`config.mk`:
```
export PLATFORM = sky130hd
export DESIGN_NAME = omega_network
export DESIGN_NICKNAME = d
export VERILOG_FILES = /design/src/rtl/omega_pkg.sv /design/src/rtl/omega_switch2.sv /design/src/rtl/omega_stage.sv /design/src/rtl/omega_network.sv
export SDC_FILE = /design/constraint.sdc
export NUM_CORES = 1
export LEC_CHECK = 0
export BUFFER_PORTS_ARGS = -buffer_cell sky130_fd_sc_hd__buf_2
export CORE_UTILIZATION = 60
export DETAILED_ROUTE_END_ITERATION = 8
export PLACE_DENSITY = 0.86
export SLEW_MARGIN = 20
export SYNTH_ARGS = -nofsm -noshare
export SYNTH_HDL_FRONTEND = slang
export SYNTH_SLANG_ARGS = --single-unit
```
`constraint.sdc`:
```
create_clock -name clk -period 4.95 [get_ports clk]
set_input_delay 0.2475 -clock clk [delete_from_list [all_inputs] [get_ports clk]]
set_output_delay 0.2475 -clock clk [all_outputs]
set_load 0.05 [all_outputs]
```
`src/rtl/omega_pkg.sv`:
```
// Package: shared helpers for the shuffle-exchange network.
// Assumes line counts are powers of two and addresses fit in an int.
package omega_pkg;

    // Which input of a 2x2 element wins a conflict
    typedef enum logic {
        PICK_UPPER = 1'b0,
        PICK_LOWER = 1'b1
    } rr_pick_e;

    // Source line feeding element-side line q after the shuffle wiring:
    // line a drives line rotl(a), so line q is fed from rotr(q).
    function automatic int shuffle_from(input int q, input int lg);
        return (q >> 1) | ((q & 1) << (lg - 1));
    endfunction

endpackage

```
`src/rtl/omega_switch2.sv`:
```
// Module: one 2x2 self-steering element.
// Reads bit BIT of each packet's destination index: 0 goes to y0 (upper),
// 1 goes to y1 (lower). When both valid packets want the same output, a
// one-bit pointer chooses the winner and toggles; the loser is flagged.
// Assumes packet layout {valid, src, tag, data}.
module omega_switch2
    import omega_pkg::*;
#(
    parameter int DW  = 8,
    parameter int LG  = 3,
    parameter int BIT = 0
) (
    input  logic                  clk,
    input  logic                  rst_n,
    input  logic [2*LG+DW:0]      a_pkt,
    input  logic [2*LG+DW:0]      b_pkt,
    output logic [2*LG+DW:0]      y0_pkt,
    output logic [2*LG+DW:0]      y1_pkt,
    output logic                  a_lost,
    output logic                  b_lost
);
    localparam int PW  = 2*LG + DW + 1;
    localparam int DIR = DW + BIT;

    rr_pick_e ptr_q;
    logic     a_v, b_v, a_dir, b_dir, clash, a_go, b_go;

    // Decode requests and resolve a conflict
    always_comb begin
        a_v    = a_pkt[PW-1];
        b_v    = b_pkt[PW-1];
        a_dir  = a_pkt[DIR];
        b_dir  = b_pkt[DIR];
        clash  = a_v && b_v && (a_dir == b_dir);
        a_go   = a_v && (!clash || (ptr_q == PICK_UPPER));
        b_go   = b_v && (!clash || (ptr_q == PICK_LOWER));
        a_lost = a_v && !a_go;
        b_lost = b_v && !b_go;
    end

    // Drive both element outputs from the granted packets
    always_comb begin
        y0_pkt = '0;
        y1_pkt = '0;
        if (a_go && !a_dir) y0_pkt = a_pkt;
        if (b_go && !b_dir) y0_pkt = b_pkt;
        if (a_go &&  a_dir) y1_pkt = a_pkt;
        if (b_go &&  b_dir) y1_pkt = b_pkt;
    end

    // Round-robin pointer toggles on each resolved conflict
    always_ff @(posedge clk) begin
        if (!rst_n)     ptr_q <= PICK_UPPER;
        else if (clash) ptr_q <= (ptr_q == PICK_UPPER) ? PICK_LOWER : PICK_UPPER;
    end

endmodule

```
`src/rtl/omega_stage.sv`:
```
// Module: one column of the network: shuffle wiring then N/2 elements.
// Column STAGE steers on destination bit LG-1-STAGE. Reports, per source
// port, which packets were dropped in this column.
// Assumes N is a power of two and N == 2**LG.
module omega_stage
    import omega_pkg::*;
#(
    parameter int N     = 8,
    parameter int LG    = 3,
    parameter int DW    = 8,
    parameter int STAGE = 0
) (
    input  logic                        clk,
    input  logic                        rst_n,
    input  logic [N-1:0][2*LG+DW:0]     lanes_in,
    output logic [N-1:0][2*LG+DW:0]     lanes_out,
    output logic [N-1:0]                lost_src
);
    localparam int HALF   = N / 2;
    localparam int SRC_LO = DW + LG;

    logic [N-1:0][2*LG+DW:0] sh;
    logic [HALF-1:0]         up_lost, dn_lost;

    for (genvar q = 0; q < N; q++) begin : g_shuffle
        assign sh[q] = lanes_in[shuffle_from(q, LG)];
    end

    for (genvar k = 0; k < HALF; k++) begin : g_elem
        omega_switch2 #(.DW(DW), .LG(LG), .BIT(LG - 1 - STAGE)) u_sw (
            .clk    (clk),
            .rst_n  (rst_n),
            .a_pkt  (sh[2*k]),
            .b_pkt  (sh[2*k+1]),
            .y0_pkt (lanes_out[2*k]),
            .y1_pkt (lanes_out[2*k+1]),
            .a_lost (up_lost[k]),
            .b_lost (dn_lost[k])
        );
    end

    // Map dropped packets back to the port they entered on
    always_comb begin
        lost_src = '0;
        for (int k = 0; k < HALF; k++) begin
            if (up_lost[k]) lost_src[sh[2*k][SRC_LO +: LG]]   = 1'b1;
            if (dn_lost[k]) lost_src[sh[2*k+1][SRC_LO +: LG]] = 1'b1;
        end
    end

endmodule

```
`src/rtl/omega_network.sv`:
```
// Module: top of the N x N self-routing shuffle-exchange network.
// Registers inputs, routes through LG combinational columns, registers
// outputs: two cycles of latency. Dropped packets raise in_blocked.
// Assumes N_PORTS is a power of two, at least 2.
module omega_network #(
    parameter int N_PORTS = 8,
    parameter int DATA_W  = 8,
    localparam int LG     = $clog2(N_PORTS)
) (
    input  logic                        clk,
    input  logic                        rst_n,
    input  logic [N_PORTS-1:0]          in_valid,
    input  logic [N_PORTS*LG-1:0]       in_tag,
    input  logic [N_PORTS*DATA_W-1:0]   in_data,
    output logic [N_PORTS-1:0]          out_valid,
    output logic [N_PORTS*DATA_W-1:0]   out_data,
    output logic [N_PORTS-1:0]          in_blocked
);
    localparam int PW = 2*LG + DATA_W + 1;

    logic [LG:0][N_PORTS-1:0][PW-1:0] lane;
    logic [LG-1:0][N_PORTS-1:0]       lost_st;
    logic [N_PORTS-1:0][PW-1:0]       in_q;
    logic [N_PORTS-1:0]               lost_any;

    // Input register: pack packets, clear slots that carry no packet
    always_ff @(posedge clk) begin
        for (int p = 0; p < N_PORTS; p++) begin
            if (!rst_n || !in_valid[p]) in_q[p] <= '0;
            else in_q[p] <= {1'b1, LG'(p), in_tag[p*LG +: LG], in_data[p*DATA_W +: DATA_W]};
        end
    end

    assign lane[0] = in_q;

    for (genvar s = 0; s < LG; s++) begin : g_col
        omega_stage #(.N(N_PORTS), .LG(LG), .DW(DATA_W), .STAGE(s)) u_col (
            .clk       (clk),
            .rst_n     (rst_n),
            .lanes_in  (lane[s]),
            .lanes_out (lane[s+1]),
            .lost_src  (lost_st[s])
        );
    end

    // Collect drops from every column
    always_comb begin
        lost_any = '0;
        for (int s = 0; s < LG; s++) lost_any |= lost_st[s];
    end

    // Output register: arrival flags, payloads and blocked flags
    always_ff @(posedge clk) begin
        if (!rst_n) begin
            out_valid  <= '0;
            out_data   <= '0;
            in_blocked <= '0;
        end else begin
            for (int p = 0; p < N_PORTS; p++) begin
                out_valid[p]                <= lane[LG][p][PW-1];
                out_data[p*DATA_W +: DATA_W] <= lane[LG][p][DATA_W-1:0];
            end
            in_blocked <= lost_any;
        end
    end

endmodule

```
# Word level (Yosys, flattened, before mapping)
# Index checks and enable logic that the tools add are counted.
[op_classes]
order_cmp = 48
n_eq_ne = 12
mux = 140
bitwise_logic = 35
reduce_logical = 245
[ops]
columns = ["operator", "count"]
rows = [
  ["two-way mux 15 bit", 56],
  ["two-way mux 8 bit", 24],
  ["bitwise OR 8 bit", 23],
  ["logical AND 1 bit", 144],
  ["less-than comparator 3 x 4 -> 1 bit (second input constant)", 24],
  ["demux 1 bit (select 3 bit)", 24],
  ["greater-or-equal comparator 3 x 1 -> 1 bit (second input constant)", 24],
  ["zero test 1 bit", 69],
  ["two-way mux 1 bit", 36],
  ["logical OR 1 bit", 32],
  ["== test 1 bit", 12],
  ["NOT 1 bit", 12],
]
[totals]
ff_bits = 212

# Logic depth before layout (Yosys ltp)
# Gate-level depths: netlist (run 1).
[logic_depth]
word_depth = 39
mapped_depth = 12
mapped_depth_nobuf = 8

# Cells and area by module
# From an unflattened synthesis (run 1), not the netlist that was laid out.
[unflattened]
hier_cells = 1309
area_unflattened_um2 = 11542.3
[modules_own_cells]
columns = ["module", "n_inst", "cells_each", "area_each_um2", "seq_area_each_um2"]
rows = [
  ["omega_switch2", 12, 53, 411.6, 20.0],
  ["omega_network", 1, 380, 4782.1, 3523.4],
  ["omega_stage (g_col[2].u_col)", 1, 100, 634.4, 0.0],
  ["omega_stage (g_col[1].u_col)", 1, 101, 620.6, 0.0],
  ["omega_stage (g_col[0].u_col)", 1, 92, 565.5, 0.0],
]

# Least setup slack after synthesis (run 1)
# Ideal clock, no wire load.
[synth_timing]
path_kind = "flip-flop to flip-flop"
startpoint = "reg in_q[26] (netlist name)"
endpoint = "reg in_blocked[7]"
setup_time_ns = 0.120
arrival_ns = 2.466
setup_slack_ns = 2.364
stages_incl_launch_ff = 11
path_buffers = 2
period_less_slack_ns = 2.586
path_cell_list = "dfxtp_1 buf_4 nor3b_4 nor2_4 mux2_4 a31o_1 buf_4 mux2i_4 nor4_1 a211o_1 o31a_1"
[synth_between]
elab_chain_len = 23
[synth_rtl]
columns = ["element", "line_no", "source"]
rows = [
  ["start, declared", "omega_network.sv:23", "logic [N_PORTS-1:0][PW-1:0] in_q;"],
  ["start signal, assigned by index", "omega_network.sv:30", "else in_q[p] <= {1'b1, LG'(p), in_tag[p*LG +: LG], in_data[p*DATA_W +: DATA_W]};"],
  ["two-way mux 15 bit", "omega_switch2.sv:45", "if (a_go && !a_dir) y0_pkt = a_pkt;"],
  ["two-way mux 15 bit", "omega_switch2.sv:46", "if (b_go && !b_dir) y0_pkt = b_pkt;"],
  ["two-way mux 15 bit", "omega_switch2.sv:45", ""],
  ["two-way mux 15 bit", "omega_switch2.sv:46", ""],
  ["less-than comparator 3 x 4 -> 1 bit (not written as such) or greater-or-equal comparator 3 x 1 -> 1 bit (tied branches)", "omega_stage.sv:47", "if (dn_lost[k]) lost_src[sh[2*k+1][SRC_LO +: LG]] = 1'b1;"],
  ["logical AND 1 bit (not written as such)", "omega_stage.sv:47", ""],
  ["two-way mux 1 bit (not written as such)", "omega_stage.sv:47", ""],
  ["demux 1 bit (select 3 bit)", "--", ""],
  ["[7 not listed]", "--", ""],
  ["two-way mux 8 bit", "omega_stage.sv:46", "if (up_lost[k]) lost_src[sh[2*k][SRC_LO +: LG]] = 1'b1;"],
  ["bitwise OR 8 bit (no line)", "--", ""],
  ["two-way mux 8 bit", "omega_stage.sv:47", ""],
  ["bitwise OR 8 bit (no line)", "--", ""],
  ["two-way mux 8 bit", "omega_stage.sv:46", ""],
  ["bitwise OR 8 bit (no line)", "--", ""],
  ["two-way mux 8 bit", "omega_stage.sv:47", ""],
  ["bitwise OR 8 bit (*)", "omega_network.sv:49", "for (int s = 0; s < LG; s++) lost_any |= lost_st[s];"],
  ["end signal, assigned", "omega_network.sv:63", "in_blocked <= lost_any;"],
  ["end, declared", "omega_network.sv:17", "output logic [N_PORTS-1:0] in_blocked"],
]
# Mark *: on every way between the ends. The rest lies on a longest branch, timed or not.
# A chain may end at the register's enable or synchronous reset.

==> metrics.cfg, run 1 <==
[global_route]
top_usage_layer = met2
grt.total_usage = 0.3583
grt_start_max_net_pins = 66
grt_pass1_vias = 8043
grt_remaining_overflow = 0
grtUsageMet1 = 0.4623
grt_pass1_wl_mm = 43.90
antenna_found_initial = 0
grtUsageMet2 = 0.5961
gr-usage-met3 = 0.07094

[run]
max_cap_violations = 0

[timing]
setup_tns_ps = 0
skew_ps = 10.61
setup_slack_ps = 1466
grt_setup_unrepaired = false
final_max_slew_viol_count = 0
finalSetupViolations = 0
maxClockFrequency_mhz = 287.1
hold_violations = 0
relSlewSlack = 0.2567
tightest_slew_ps = 1110
fin_crit_ps = 3484
timing.hold.ws_ps = 40.67
period_share = 0.7038

[yosys]
synthesis.nets = 1125
synth_largest_area_cell = dfxtp_1
synthFlopType = dfxtp_1
ys_ff_latch = 188
synth_common_cells = 188 x dfxtp_1, 111 x nor2_1, 95 x and3_1, 49 x nand2_1, 40 x a22oi_1
synth.area.top_cells = dfxtp_1 41%, and3_1 6.5%, nor2_1 4.5%, mux2i_1 4.2%, a22o_1 3.6%
synthCells = 1027
async_reset_ff_frac = 0
synth_enable_flop_cells = 0
yosys_warnings = 0
yosysMostFrequentCell = dfxtp_1
netlist-cell-type-count = 83
ys_seq_area_frac = 0.4092
synth_top_area_frac = 0.4092
syn_area_um2 = 9198
syn_area_per_cell_um2 = 8.956

[critical_path]
path_class = reg -> reg
critPathMaxStageDelay_ps = 700
cp_cell_sequence = nand2b_1, nor2_1, mux2i_1, a2111o_1, o211a_1, o211ai_2, and2_1, a211oi_1
endpoint_kind = flip-flop
critPathArrivalTime_ps = 3780
crit_path_max_fanout = 13
worstSetupStartpoint = in_q[103]
slowest_stage = nor2_1
rrSetupSlack_ps = 1470
reg2reg_to = out_data[10]
r2r_cells = 8
required_ps = 5250
r2r-start = in_q[103]
path_buf_inv = 0
cpLargestDelayFamily = compound AO/OA/AOI/OAI gates
startpoint_type = flip-flop

[clocking]
cts_setup_buffers = 0
cts_tree = done
holdBufCountCts = 0
htree_levels = 4
insertion_delay_ps = 440
cts_sinks = 188
clk_pin_slew_ps = 70
clockBufferDepth = 2
cts.repair.resized = 0
root_buffer = clkbuf_16
numCtsBuffers = 17

[drt]
post_drt_wl_per_cell_um = 20.94
ant_nets = 0
routed-via-count = 8759
via_per_inst = 6.474
routed_wl_mm = 28.33
drt-pass1-iter-count = 6
drc_errors = 0
drtIter0Drc = 1043

[finish]
fin_area_um2 = 10650
layout-drive-gt1-share = 0.2198
fill_cells = 1131
syn_to_final_growth_pct = 15.78
multi_input_area_um2 = 5057
final_nets = 1254
utilization = 0.7218
n_antenna_cell = 0
regArea_um2 = 3764
instances_no_fill = 1353

[place]
place_hpwl_mm = 21.46
place_area_um2 = 10030
numPortBuffers = 177
dp.cells = 1321
gp_congestion = 0.9892
place_worst_setup_slack_ps = 1606

[power]
ir_worst_vdd_v = 0.0003193
p_leak_nw = 4.629
power-per-cell-area_nw_per_um2 = 319.6
total_power_mw = 3.403

[floorplanning]
rows = 44
floorplan.initialDensity = 0.6234
die_y_um = 125.8
dieArea_um2 = 15830
dieWidth_um = 125.8
ios = 178
coreArea_um2 = 14750

[status]
status = finished, final reports clean

[min_path]
hold_path.startpoint = in_tag[1]
hold_depth = 2
hp-class = in -> reg
min_to = in_q[9]

==> power by group <==
part	internal, mW	switching (mW)
sequential	1.56	0.0484
combinational	0.128	0.241
clock	0.780	0.645
total	2.47	0.934
==> cells in the final DEF, fill, tap and decap left out, types with 6 or more instances in the layout <==
| cell | instances |
|---|---|
| a211oi_1 | 35 |
| a21oi_1 | 33 |
| a22o_1 | 38 |
| a22oi_1 | 40 |
| a31oi_1 | 10 |
| and2_1 | 17 |
| and3_1 | 95 |
| and3b_1 | 9 |
| buf_2 | 177 |
| clkbuf_16 | 17 |
| dfxtp_1 | 188 |
| inv_1 | 19 |
| mux2_2 | 13 |
| mux2i_1 | 39 |
| nand2_1 | 49 |
| nand2b_1 | 10 |
| nand3_1 | 30 |
| nand3b_1 | 12 |
| nor2_1 | 111 |
| nor2b_1 | 9 |
| nor3_1 | 8 |
| o21ai_0 | 14 |
| o21ai_1 | 6 |
| o22a_1 | 10 |
| o22ai_1 | 35 |
| or2_2 | 6 |
| xnor2_1 | 14 |
==> metal layers <==
layer,routed length [um],share of wire
met2,13190,0.47
met3,2565,0.091
met4,839,0.030
met1,11730,0.41
met5,0,0
==> logic make-up (layout without fill, tap and decap cells) <==
kind of cell	Yosys count	in the layout	share of synthesized area
AO/OA/AOI/OAI	288	288	0.2401
XOR/XNOR	19	19	0.01809
buffers and inverters	89	231	0.04095
flip-flops	188	188	0.4092
multiplexers	56	56	0.06652
AND/OR/NAND/NOR	387	387	0.2251
==> registers in the layout, indices dropped and copies added, names as in the netlist <==
register                       cells
g_col.u_col.g_elem.u_sw.ptr_q     12
in_blocked                         8
in_q                              96
out_data                          64
out_valid                          8
==> layout make-up <==
class / instances / area share
Sequential cell: 188 / 0.3534
Clock buffer: 19 / 0.04159
Timing Repair Buffer: 180 / 0.08530
Clock inverter: 13 / 0.01645
Multi-Input combinational cell: 750 / 0.4749
Inverter: 19 / 0.006697
Tap cell: 184 / 0.02162
==> how the worst max path moves through the flow <==
| stage | cells after the start | endpoint |
|---|---|---|
| global placement | 8 | out_data[30] |
| detailed placement | 8 | out_data[10] |
| global route | 8 | out_data[40] |
| CTS | 8 | out_data[10] |
| floorplan | 10 | in_blocked[7] |
| finish | 8 | out_data[10] |
(Power assumes the default switching activity.)
==> run 2: changes to the inputs <==
- CORE_UTILIZATION: 60 -> 50
- PLACE_DENSITY: 0.86 -> 0.76
- clock period: 4.95 -> 3.1 ns (I/O delays scaled with it)
==> metrics.cfg, run 2 (synthesized netlist as in run 1, its figures left out) <==
[drt]
routed-via-count = 9254  ; +5.7%
routed_wl_mm = 31.22  ; +10%
drtIter0Drc = 1044  ; +0.096%
via_per_inst = 6.076  ; -6.1%
post_drt_wl_per_cell_um = 20.50  ; -2.1%
ant_nets = 0  ; unchanged
drt-pass1-iter-count = 5  ; -1
drc_errors = 0  ; unchanged

[place]
place_hpwl_mm = 22.60  ; +5.3%
gp_congestion = 0.9592  ; -3.0%
numPortBuffers = 177  ; unchanged
place_worst_setup_slack_ps = 133.4  ; -1472 ps

[critical_path]
startpoint_type = flip-flop
rrSetupSlack_ps = 180  ; -1290 ps
critPathMaxStageDelay_ps = 500  ; -200 ps
slowest_stage = dfxtp_1
required_ps = 3410  ; -1840 ps
crit_path_max_fanout = 10  ; -3
cpLargestDelayFamily = simple AND/OR/NAND/NOR gates
path_buf_inv = 0  ; unchanged
critPathArrivalTime_ps = 3230  ; -550 ps
path_class = reg -> reg
endpoint_kind = flip-flop
cp_cell_sequence = nand2b_1, nor2_1, mux2_2, o2111ai_1, nand3_1, o21ai_0, nand2_1, a211oi_1

[power]
ir_worst_vdd_v = 0.0004038  ; +26%
power-per-cell-area_nw_per_um2 = 468.7  ; +47%
p_leak_nw = 5.194  ; +12%
power_frac_clock = 0.408  ; -0.011
switchingPower_mw = 1.588  ; +70%
internal_power_mw = 3.980  ; +61%
power_frac_comb = 0.132  ; +0.024
p_sw_frac = 0.2853  ; +0.01072
pwr-share-seq = 0.460  ; -0.013

[global_route]
grt_remaining_overflow = 0  ; unchanged
antenna_found_initial = 1  ; +1
grt.total_usage = 0.3322  ; -0.02618
grt_pass1_wl_mm = 46.93  ; +6.9%
grt_pass1_vias = 8533  ; +6.1%
grt_start_max_net_pins = 87  ; +32%

[timing]
skew_ps = 15.82  ; +5.211 ps
setup_slack_ps = 178.3  ; -1288 ps
grt_setup_unrepaired = false
period_share = 0.9425  ; +0.2387
fin_crit_ps = 2922  ; -561.9 ps
finalSetupViolations = 0  ; unchanged
hold_violations = 0  ; unchanged
tightest_slew_ps = 1058  ; -51.96 ps
relSlewSlack = 0.2886  ; +0.03187
final_max_slew_viol_count = 0  ; unchanged
setup_tns_ps = 0  ; unchanged
maxClockFrequency_mhz = 342.3  ; +19%

[finish]
regArea_um2 = 3764  ; unchanged
fill_cells = 1448  ; +28%
largest_reg_flops = 96  ; unchanged
layout_commonest_cell = dfxtp_1
top_register = in_q
final_nets = 1378  ; +9.9%
multi_input_area_um2 = 5085  ; +0.54%
largestRegisters = in_q (96), out_data (64), g_col.u_col.g_elem.u_sw.ptr_q (12)
layout-drive-gt1-share = 0.2289  ; +0.009079
layout.cells.most_common_list = 188 x dfxtp_1, 177 x buf_2, 111 x nor2_1
syn_to_final_growth_pct = 29.18

[run]
max_cap_violations = 0  ; unchanged

[clocking]
htree_levels = 4  ; unchanged
root_buffer = clkbuf_16
insertion_delay_ps = 450  ; about the same
cts_sinks = 188  ; unchanged
clk_pin_slew_ps = 70  ; about the same
numCtsBuffers = 17  ; unchanged
clockBufferDepth = 2  ; unchanged
cts_tree = done

[status]
status = finished, final reports clean

[floorplanning]
dieArea_um2 = 18940  ; +20%
floorplan.initialDensity = 0.5103  ; -0.1131
dieWidth_um = 137.6  ; +9.4%
die_y_um = 137.6  ; +9.4%
coreArea_um2 = 18020  ; +22%
ios = 178  ; unchanged
rows = 49  ; +11%

[min_path]
hp-class = in -> reg

run 2: timing repair:
action                                  in CTS  in global routing
hold endpoints to repair                    88                  0
buffers inserted                             0                  2
endpoints found under the setup margin       0                 27
hold buffers                                88                  0
gates resized for setup                      0                  4
run 2: final timing paths:
| check | start | cells past startpoint | end |
|---|---|---|---|
| setup / recovery | in_q[73] | 8 | out_data[2] |
| hold / removal | in_valid[7] | 2 | in_q[118] |
| setup reg to reg | in_q[73] | 8 | out_data[2] |
| hold reg to reg | g_col[2].u_col.g_elem[0].u_sw.ptr_q | 2 | g_col[2].u_col.g_elem[0].u_sw.ptr_q |
run 2: power by group through the flow:
| stage | combinational [mW] | clock, mW | sequential [mW] |
|---|---|---|---|
| floorplan | 0.365 | 0 | 2.65 |
| global placement | 0.605 | 0 | 2.61 |
| detailed placement | 0.612 | 0 | 2.61 |
| CTS | 0.698 | 2.27 | 2.56 |
| global route | 0.781 | 2.38 | 2.57 |
| finish | 0.733 | 2.27 | 2.56 |
run 2: area by class of cell:
| type | count | area share |
|---|---|---|
| inverters | 19 | 0.006003 |
| flip-flops and latches | 188 | 0.3168 |
| multi-input cells | 750 | 0.4280 |
| diodes | 1 | 0.0002106 |
| clock inverters | 13 | 0.01432 |
| repair buffers | 304 | 0.1733 |
| clock buffers | 19 | 0.03728 |
| well taps | 229 | 0.02412 |
run 2: metrics by stage:
step	hold slack, ps	total power [mW]	utilization	cell area [um^2]	instances
after CTS	56.27	5.529	0.6567	11840	1520
after floorplan	307.5	3.012	-	9198	1027
after global placement	392.1	3.218	0.5738	10340	1400
after global routing	105.1	5.729	0.6592	11880	1523
after detailed placement	395.8	3.226	0.5738	10340	1400
final	85.94	5.568	0.6592	11880	1523
run 2: routing by layer:
| layer | vias up | share of wire | global-route usage |
|---|---|---|---|
| met5 | - | 0 | 0 |
| met4 | 0 | 0.038 | 0.1392 |
| met1 | 4308 | 0.42 | 0.4235 |
| met3 | 92 | 0.073 | 0.05813 |
| li1 | 4343 | - | - |
| met2 | 511 | 0.47 | 0.5500 |
==> run 3: changes to the inputs <==
- ABC_AREA: unset -> 1
- CORE_UTILIZATION: 50 -> 51
- GPL_TIMING_DRIVEN: unset -> 0
- PLACE_DENSITY: 0.76 -> 0.77
- SLEW_MARGIN: 20 -> unset
==> metrics.cfg, run 3 <==
[status]
status = finished with violations
violations = hold timing

[drt]
routed-via-count = 10641  ; +15%
drtIter0Drc = 1152  ; +10%
post_drt_wl_per_cell_um = 17.70  ; -14%
via_per_inst = 5.568  ; -8.4%
drc_errors = 0  ; unchanged
routed_wl_mm = 33.82  ; +8.3%
ant_nets = 0  ; unchanged
drt-pass1-iter-count = 8  ; +3

[critical_path]
rrSetupSlack_ps = 110  ; -70 ps
crit_path_max_fanout = 10  ; unchanged
path_buf_inv = 3  ; +3
endpoint = in_blocked[5]
r2r_cells = 20  ; +12
crit_top_cell = nand2_2
critPathMaxStageDelay_ps = 350  ; -150 ps
required_ps = 3430  ; +20 ps
crit_cells = 20  ; +12
path_class = reg -> reg
r2r-start = in_q[70]
critPathArrivalTime_ps = 3320  ; +90 ps
startpoint_type = flip-flop
reg2reg_to = in_blocked[5]
cpLargestDelayFamily = simple AND/OR/NAND/NOR gates
endpoint_kind = flip-flop
worstSetupStartpoint = in_q[70]
slowest_stage = dfxtp_2
cp_cell_sequence = inv_1, nand2_2, nand4_1, nand3_2, nand2_2, nand2_1, inv_2, nand3_4, nand2_4, nand2_2, nand2_1, buf_4, nand2_2, nand2_4, nand2_8, nor2_8, nand2_1, nand3_1, nor2_1, nor2_1

[yosys]
yosysMostFrequentCell = inv_1
synth.area.top_cells = dfxtp_1 39%, inv_1 11%, nand2_1 7.9%, nor2_1 6.3%, nand4_1 6.0%
ys_seq_area_frac = 0.3892  ; -0.01996
synthCells = 1369  ; +33%
async_reset_ff_frac = 0  ; unchanged
yosys_warnings = 0  ; unchanged
ys_ff_latch = 188  ; unchanged
synthesis.nets = 1467  ; +30%
netlist-cell-type-count = 38  ; -54%
syn_area_um2 = 9669  ; +5.1%
synth_enable_flop_cells = 0  ; unchanged
synth_largest_area_cell = dfxtp_1
syn_area_per_cell_um2 = 7.063  ; -21%
synth_common_cells = 272 x inv_1, 203 x nand2_1, 188 x dfxtp_1, 162 x nor2_1, 92 x nand4_1
synth_top_area_frac = 0.3892  ; -0.01996
synthFlopType = dfxtp_1

[global_route]
grt_pass1_wl_mm = 51.80  ; +10%
grt_start_max_net_pins = 17  ; -80%
grt.total_usage = 0.3429  ; +0.01075
antenna_found_initial = 0  ; -1
grt_pass1_vias = 9654  ; +13%
grt_remaining_overflow = 0  ; unchanged

[timing]
finalSetupViolations = 0  ; unchanged
setup_tns_ps = 0  ; unchanged
setup_slack_ps = 107.6  ; -70.68 ps
tightest_slew_ps = 990.8  ; -67.19 ps
relSlewSlack = 0.3394  ; +0.05082
maxClockFrequency_mhz = 334.2  ; -2.4%
final_max_slew_viol_count = 0  ; unchanged
timing.hold.ws_ps = -13.68  ; -99.62 ps
hold_violations = 1  ; +1
grt_setup_unrepaired = true
period_share = 0.9653  ; +0.02280
skew_ps = 15.62  ; -0.2050 ps
fin_crit_ps = 2992  ; +70.68 ps

[floorplanning]
dieWidth_um = 139.7  ; +1.5%
die_y_um = 139.7  ; +1.5%
floorplan.initialDensity = 0.5292  ; +0.01897
dieArea_um2 = 19510  ; +3.0%
coreArea_um2 = 18270  ; +1.4%
rows = 49  ; unchanged
ios = 178  ; unchanged

[clocking]
clk_pin_slew_ps = 80  ; about the same
cts_sinks = 188  ; unchanged
cts_tree = done
clockBufferDepth = 2  ; unchanged
numCtsBuffers = 17  ; unchanged
root_buffer = clkbuf_16
htree_levels = 4  ; unchanged
insertion_delay_ps = 450  ; about the same

[place]
gp_congestion = 1.015  ; +5.8%
place_area_um2 = 10840  ; +4.8%
numPortBuffers = 177  ; unchanged
place_hpwl_mm = 23.78  ; +5.2%
dp.cells = 1775  ; +27%
place_worst_setup_slack_ps = 92.92  ; -40.49 ps

[finish]
fin_area_um2 = 12590  ; +6.0%
final_nets = 1766  ; +28%
largest_reg_flops = 96  ; unchanged
layout.cells.most_common_list = 272 x inv_1, 197 x nand2_1, 181 x buf_2, 181 x dfxtp_1, 160 x nor2_1
top_register = in_q
syn_to_final_growth_pct = 30.24
fill_cells = 1461  ; +0.90%
utilization = 0.6893  ; +0.03012
layout-drive-gt1-share = 0.2219  ; -0.007033
instances_no_fill = 1911  ; +25%
largestRegisters = in_q (96), out_data (64), g_col.u_col.g_elem.u_sw.ptr_q (12)
layout_commonest_cell = inv_1

[power]
p_leak_nw = 5.839  ; +12%
ir_worst_vdd_v = 0.0003734  ; -7.5%
power-per-cell-area_nw_per_um2 = 455.8  ; -2.8%
total_power_mw = 5.739  ; +3.1%

[run]
max_cap_violations = 0  ; unchanged

[min_path]
hp-class = in -> reg

run 3: cell count changes after synthesis, moves of 35 or more:
cell | previous run | this run
and3_1 | 95 | 0
a211oi_1 | 35 | 0
a22oi_1 | 40 | 0
inv_1 | 19 | 272
mux2i_1 | 39 | 0
o22ai_1 | 35 | 86
nand4_1 | 5 | 92
nor2_1 | 111 | 162
nand2_1 | 49 | 203
o21ai_0 | 14 | 50
run 3: kinds of logic (layout without fill, tap and decap cells):
group / after synthesis / count (layout) / synth area share
simple gates: 595 / 595 / 0.3238
buf+inv: 343 / 655 / 0.1444
compound gates: 243 / 243 / 0.1426
flops: 188 / 188 / 0.3892
other cells: 0 / 1 / 0
run 3: power by group:
| group | total (mW) | switching (mW) | leakage [nW] | internal [mW] |
|---|---|---|---|---|
| Clock | 2.32 | 0.994 | 0.298 | 1.32 |
| Combinational | 0.883 | 0.577 | 4.01 | 0.307 |
| Sequential | 2.54 | 0.0432 | 1.54 | 2.50 |
run 3: timing repair:
item	in CTS	in global routing
hold endpoints to repair	88	0
gates resized for setup	0	35
hold buffers	96	0
buffers inserted	0	7
endpoints found under the setup margin	0	77
run 3: layout make-up:
type / instances / area [um^2] / share of cell area
Tap cell: 229 / 286.5 / 0.02275
Sequential cell: 188 / 3772 / 0.2996
Inverter: 296 / 1127 / 0.08952
Multi-Input combinational cell: 838 / 4616 / 0.3665
Clock buffer: 20 / 456.7 / 0.03626
Timing Repair Buffer: 280 / 1899 / 0.1508
Antenna cell: 1 / 2.502 / 0.0001987
Clock inverter: 12 / 158.9 / 0.01262
Buffer: 47 / 274.0 / 0.02176
run 3: worst min-delay path, cell delays in order:
cell and delay, ps:
buf_2 80, nand2_1 80, nor2_1 90
run 3: per-layer routing:
| metal | global-route usage | share of wire | wire length, um |
|---|---|---|---|
| met1 | 0.4549 | 0.42 | 14150 |
| met4 | 0.1567 | 0.046 | 1542 |
| met5 | 0 | 0 | 0 |
| met3 | 0.06125 | 0.085 | 2891 |
| met2 | 0.5421 | 0.45 | 15230 |
run 3: worst min path at each step:
| stage | from | endpoint | slack (ps) | cells past startpoint |
|---|---|---|---|---|
| after floorplan | in_data[0] | in_q[0] | 270 | 2 |
| after global placement | in_data[36] | in_q[64] | 370 | 3 |
| after detailed placement | in_tag[6] | in_q[38] | 370 | 3 |
| after CTS | in_valid[0] | in_q[0] | 0.09 | 3 |
| after global routing | in_valid[4] | in_q[60] | 20 | 3 |
| final | in_valid[0] | in_q[0] | -10 | 3 |
